`config.mk`:
```
export PLATFORM = sky130hd
export DESIGN_NAME = sipo_strobe_driver
export DESIGN_NICKNAME = d
export VERILOG_FILES = /design/src/rtl/sipo_pkg.sv /design/src/rtl/sipo_sync.sv /design/src/rtl/sipo_shift.sv /design/src/rtl/sipo_latch.sv /design/src/rtl/sipo_strobe_driver.sv
export SDC_FILE = /design/constraint.sdc
export NUM_CORES = 1
export LEC_CHECK = 0
export ABC_CLOCK_PERIOD_IN_PS = 3700
export BUFFER_PORTS_ARGS = -buffer_cell sky130_fd_sc_hd__buf_2
export CAP_MARGIN = 20
export CELL_PAD_IN_SITES_DETAIL_PLACEMENT = 0
export CELL_PAD_IN_SITES_GLOBAL_PLACEMENT = 1
export CORE_ASPECT_RATIO = 1.4
export CORE_UTILIZATION = 47
export CTS_CLUSTER_DIAMETER = 30
export DETAILED_ROUTE_END_ITERATION = 8
export MAX_ROUTING_LAYER = met4
export PLACE_DENSITY = 0.89
export SYNTH_ARGS = -nofsm -noshare
export SYNTH_HDL_FRONTEND = slang
export SYNTH_SLANG_ARGS = --single-unit
export TNS_END_PERCENT = 100
```
`constraint.sdc`:
```
create_clock -name clk -period 3.7 [get_ports clk]
set_clock_uncertainty 0.2 [all_clocks]
set_input_delay 0.37 -clock clk [delete_from_list [all_inputs] [get_ports clk]]
set_output_delay 0.37 -clock clk [all_outputs]
set_load 0.01 [all_outputs]
```
`src/rtl/sipo_pkg.sv`:
```
// Package: shared indices and idle levels for the serial-to-parallel driver.
// Assumes the synchronizer vector is ordered as listed below.
package sipo_pkg;
    localparam int SYNC_SIGS = 4;
    localparam int IDX_SCLK  = 0;
    localparam int IDX_DATA  = 1;
    localparam int IDX_STB   = 2;
    localparam int IDX_CLR   = 3;
    // Inactive levels: clear high, strobe high, data low, shift clock low.
    localparam logic [SYNC_SIGS-1:0] SYNC_IDLE = 4'b1100;
endpackage

```
`src/rtl/sipo_sync.sv`:
```
// Module: sipo_sync
// Brings a vector of asynchronous inputs into the clock domain through a
// chain of STAGES flops per bit. Assumes STAGES >= 2. During reset each
// chain is loaded with that bit's idle level, so no false edge appears at exit.
module sipo_sync #(
    parameter int              N       = 4,
    parameter int              STAGES  = 2,
    parameter logic [N-1:0]    IDLE    = '0
) (
    input  logic         clk,
    input  logic         rst_n,
    input  logic [N-1:0] d,
    output logic [N-1:0] q
);
    logic [N-1:0][STAGES-1:0] chain;

    for (genvar g = 0; g < N; g++) begin : g_bit
        // Shift each raw input through its own flop chain.
        always_ff @(posedge clk) begin
            if (!rst_n) begin
                chain[g] <= {STAGES{IDLE[g]}};
            end else begin
                chain[g] <= {chain[g][STAGES-2:0], d[g]};
            end
        end
        assign q[g] = chain[g][STAGES-1];
    end
endmodule

```
`src/rtl/sipo_shift.sv`:
```
// Module: sipo_shift
// The serial shift register. Detects a rising edge on the synchronized shift
// clock and moves the register by one stage, taking the synchronized data
// bit into stage 0. Assumes its inputs already come from the synchronizer.
module sipo_shift #(
    parameter int WIDTH = 24
) (
    input  logic             clk,
    input  logic             rst_n,
    input  logic             sclk_s,
    input  logic             data_s,
    output logic [WIDTH-1:0] shreg,
    output logic             cascade
);
    logic sclk_q;
    logic shift_en;

    // Remember the previous shift-clock level for edge detection.
    always_ff @(posedge clk) begin
        if (!rst_n) sclk_q <= 1'b0;
        else        sclk_q <= sclk_s;
    end

    assign shift_en = sclk_s & ~sclk_q;

    // Move the register on each detected rising edge.
    always_ff @(posedge clk) begin
        if (!rst_n)        shreg <= '0;
        else if (shift_en) shreg <= {shreg[WIDTH-2:0], data_s};
    end

    assign cascade = shreg[WIDTH-1];

    // without a fresh rising edge the register keeps its contents.
    assert_shift_hold_R2: assert property (@(posedge clk) disable iff (!rst_n)
        !(sclk_s && !sclk_q) |=> $stable(shreg));

    // on an edge every stage takes its neighbour and stage 0 takes data.
    assert_shift_move_R2: assert property (@(posedge clk) disable iff (!rst_n)
        (sclk_s && !sclk_q) |=> (shreg == {$past(shreg[WIDTH-2:0]), $past(data_s)}));
endmodule

```
`src/rtl/sipo_latch.sv`:
```
// Module: sipo_latch
// Output latch. Clear (active low) forces all ones and wins over strobe;
// a low strobe copies the shift register every clock; a high strobe holds.
// Assumes synchronized control inputs.
module sipo_latch #(
    parameter int WIDTH = 24
) (
    input  logic             clk,
    input  logic             rst_n,
    input  logic             clr_n_s,
    input  logic             stb_n_s,
    input  logic [WIDTH-1:0] shreg,
    output logic [WIDTH-1:0] lat
);
    // Update the latch by clear, then strobe, else hold.
    always_ff @(posedge clk) begin
        if (!rst_n)        lat <= '1;
        else if (!clr_n_s) lat <= '1;
        else if (!stb_n_s) lat <= shreg;
    end

    // an active clear yields all ones regardless of strobe.
    assert_clear_ones_R6: assert property (@(posedge clk) disable iff (!rst_n)
        !clr_n_s |=> (lat == '1));

    // with clear idle and strobe high the latch holds.
    assert_strobe_hold_R5: assert property (@(posedge clk) disable iff (!rst_n)
        (clr_n_s && stb_n_s) |=> $stable(lat));

    // with clear idle and strobe low the latch tracks the register.
    assert_strobe_follow_R4: assert property (@(posedge clk) disable iff (!rst_n)
        (clr_n_s && !stb_n_s) |=> (lat == $past(shreg)));
endmodule

```
`src/rtl/sipo_strobe_driver.sv`:
```
// Module: sipo_strobe_driver
// Top of the serial-loaded strobed output latch driver. Synchronizes the four
// asynchronous inputs, shifts serial data on shift-clock rising edges, and
// drives the parallel outputs from a strobed, clearable latch.
// Assumes every input level is held for at least three system clocks.
module sipo_strobe_driver #(
    parameter int WIDTH       = 24,
    parameter int SYNC_STAGES = 2
) (
    input  logic             clk,
    input  logic             rst_n,
    input  logic             ser_in,
    input  logic             shift_clk,
    input  logic             strobe_n,
    input  logic             clear_n,
    output logic [WIDTH-1:0] par_out,
    output logic             cascade_out
);
    import sipo_pkg::*;

    logic [SYNC_SIGS-1:0] raw_in;
    logic [SYNC_SIGS-1:0] syn_in;
    logic [WIDTH-1:0]     shreg;

    // Gather the raw inputs into the synchronizer vector.
    always_comb begin
        raw_in           = '0;
        raw_in[IDX_SCLK] = shift_clk;
        raw_in[IDX_DATA] = ser_in;
        raw_in[IDX_STB]  = strobe_n;
        raw_in[IDX_CLR]  = clear_n;
    end

    sipo_sync #(
        .N      (SYNC_SIGS),
        .STAGES (SYNC_STAGES),
        .IDLE   (SYNC_IDLE)
    ) sync_i (
        .clk   (clk),
        .rst_n (rst_n),
        .d     (raw_in),
        .q     (syn_in)
    );

    sipo_shift #(.WIDTH(WIDTH)) shift_i (
        .clk     (clk),
        .rst_n   (rst_n),
        .sclk_s  (syn_in[IDX_SCLK]),
        .data_s  (syn_in[IDX_DATA]),
        .shreg   (shreg),
        .cascade (cascade_out)
    );

    sipo_latch #(.WIDTH(WIDTH)) latch_i (
        .clk     (clk),
        .rst_n   (rst_n),
        .clr_n_s (syn_in[IDX_CLR]),
        .stb_n_s (syn_in[IDX_STB]),
        .shreg   (shreg),
        .lat     (par_out)
    );

    // the cascade output only moves when a shift edge was seen.
    assert_cascade_steady_R8: assert property (@(posedge clk) disable iff (!rst_n)
        !(syn_in[IDX_SCLK] && !$past(syn_in[IDX_SCLK])) |=> $stable(cascade_out));
endmodule

```
==> results.txt <==
dpl hpwl: 2.09 mm
hold endpoint: sync_i.chain[4]$_SDFF_PN1_
number of synthesized register bits: 57
layout cells sized above 1: 29.7%
run status: complete, but fails checks
Fmax: 634 MHz
P per Cell Area: 511 nW/µm²
CP Max Fanout: 24
ANT cells: 0
CTS tree: built
Sw Ratio: 21.8%
hold buffers post-CTS: 0
failing checks: design-rule violations
Synth warnings: 0
area fraction in compound gates after synthesis: 0%
crit-path max cell delay: 0.70 ns
R2R cell count: 2
clock network fraction of total power: 39.4%
slew at the pin with the worst max-slew slack: 0.848 ns
met2 usage: 24.7%
design internal power: 0.924 mW
Mapped Area: 2060 µm²
gr ovfl total: 0
Initial Util: 49.0%
NetSw: 0.258 mW
Pre-antenna DRT Iters: 6
Cells after Synth: 177
Final ANT Viol Nets: 0
P&R area growth vs syn: 12.1%
Critical Path RT: 3.74 ns
Post-Route Setup TNS: 0 ns
Nets: 214
post-synthesis mux area share: 23.3%
Fin. Hold Viols: 0
Routability Congestion: 0.681
post-cts gate resize count: 0
Rows: 28
I/O pin cnt: 31
setup violators final: 0
multi-input logic area: 793 µm²
GRT met1 Usage: 17.0%
Reg power frac: 54.0%
Final Power: 1.18 mW
sequential area share after synthesis: 55.3%
crit path DAT: 1.62 ns
synthesized-area fraction occupied by adder cells: 0%
Min-Delay Path Class: input pin to register
xor and xnor area share after synthesis: 0%
busiest layer in global routing: met2
Rel. slew slack: 43.3%
IO buf count: 30
initial antenna violation count: 0
area of the die: 4660 µm²
Hold Startpoint: strobe_n
Slowest cell on crit path: nor2b_4
Max-Cap Viols: 0
critical path, cell by cell: nor2b_4 > mux2i_1
Clock Sinks: 57
Avg WL per Cell: 12.4 µm
Pleak: 1.03 nW
gr usage total: 15.9%
clock latency on the worst-skew pair: 0.32 ns
sequential cell area: 1140 µm²
largest family of logic cells by synthesized area: multiplexers
Crit Reg-Reg Endpoint: shift_i.shreg[20]$_SDFFE_PN0P_
first-pass GRT wire length: 5.29 mm
Simple-Gate Fraction of Synth Area: 15.2%
Filler cells: 383
period utilization: 42.6%
setup ws final: 2.12 ns
Slew Limit Fails: 0
drt total wl: 3.18 mm
RSZ-0062 raised after global routing: no
pin count of the biggest net entering global routing: 36
number of global-route vias before repair: 1222
CP Launch Type: register
met3 usage: 6.28%
Logic pwr share: 6.6%
Longest Clk Path Bufs: 2
postcts setup bufs: 0
drt first-iter violations: 42
root buffer cell: clkbuf_8
Final min period: 1.58 ns
mean post-synth cell area: 11.6 µm²
library cells used by synthesis: 13
placement-stage worst setup slack: 1.86 ns
via count: 1256
H-tree depth: 3
Die Height: 80.4 µm
Die Wd: 58.0 µm
Hold Crit Depth: 2
Residual DRC: 2
Syn Nets: 183
FF-to-FF setup slack: 2.12 ns
WS Path Type: register to register
Critical Path End Type: register
clock slew at reported path FFs: 0.06 ns
FF-to-FF Start: sync_i.q[0]$_SDFF_PN0_
core area: 4200 µm²
TritonCTS Buffers: 9
Worst VDD drop: 0.278 mV
number of vias per cell: 4.89
==> cell families after synthesis <==
family / count (synthesis)
buffers and inverters: 12
DFF: 57
muxes: 48
and+or+nand+nor: 60
==> state kept, by name, summed over array words and instances, names as in the netlist <==
| name | cells |
|---|---|
| latch_i.lat | 24 |
| shift_i.sclk_q | 1 |
| shift_i.shreg | 24 |
| sync_i.chain | 4 |
| sync_i.q | 4 |
==> how the worst max path moves through the flow <==
stage,to,startpoint,depth (start not counted)
3_3_place_gp,latch_i.lat[22]$_SDFFE_PN1N_,rst_n,4
6_report,shift_i.shreg[20]$_SDFFE_PN0P_,sync_i.q[0]$_SDFF_PN0_,2
4_1_cts,shift_i.shreg[0]$_SDFFE_PN0P_,sync_i.q[0]$_SDFF_PN0_,2
5_1_grt,shift_i.shreg[20]$_SDFFE_PN0P_,sync_i.q[0]$_SDFF_PN0_,2
2_1_floorplan,latch_i.lat[10]$_SDFFE_PN1N_,sync_i.q[2]$_SDFF_PN1_,4
3_5_place_dp,latch_i.lat[1]$_SDFFE_PN1N_,rst_n,4
==> power by group through the flow <==
stage / Combinational, mW / Clock [mW] / Sequential [mW]
floorplan: 0.0608 / 0 / 0.657
global placement: 0.0762 / 0 / 0.651
detailed placement: 0.0787 / 0 / 0.652
CTS: 0.0790 / 0.478 / 0.639
global route: 0.0851 / 0.512 / 0.640
finish: 0.0778 / 0.466 / 0.638
==> layer usage <==
metal | routed length, µm | vias to the layer above
li1 | - | 637
met1 | 1410 | 585
met5 | 0 | -
met2 | 1560 | 28
met3 | 150 | 6
met4 | 56 | 0
==> cell usage in the layout (no fill, tap or decap), drive strengths merged <==
cell type	netlist	routed
nor2b	1	1
and2	6	6
buf	12	32
dfxtp	57	57
mux2i	48	48
clkbuf	0	15
or2b	2	2
nand2	49	49
nand2b	2	2
==> stage by stage <==
stage / hold slack (ns) / util [%] / instances / instance area (µm²)
floorplan: 0.185 / - / 177 / 2060
global placement: 0.191 / 51.3 / 242 / 2160
detailed placement: 0.201 / 51.3 / 242 / 2160
CTS: 0.0163 / 55.0 / 257 / 2310
global route: 0.0271 / 55.0 / 257 / 2310
finish: 0.0239 / 55.0 / 257 / 2310
==> cells in the mapped netlist (all sizes together) <==
master,n,area share [%]
nand2,49,11
nor2b,1,0.67
buf,12,6.2
nand2b,2,0.61
mux2i,48,23
and2,6,1.8
dfxtp,57,55
or2b,2,0.73
==> critical path, delay by kind of cell (launching register included) <==
kind	cells	cell delay, ns
simple gates	1	0.70
flops	1	0.32
mux	1	0.27
==> final cells by class <==
class	instances	share of cell area (%)
sequential	57	49.4
multi-input combinational	108	34.3
clock buffer	15	6.76
tap	45	2.44
timing repair buffer	32	7.14
(Power assumes the default switching activity.)
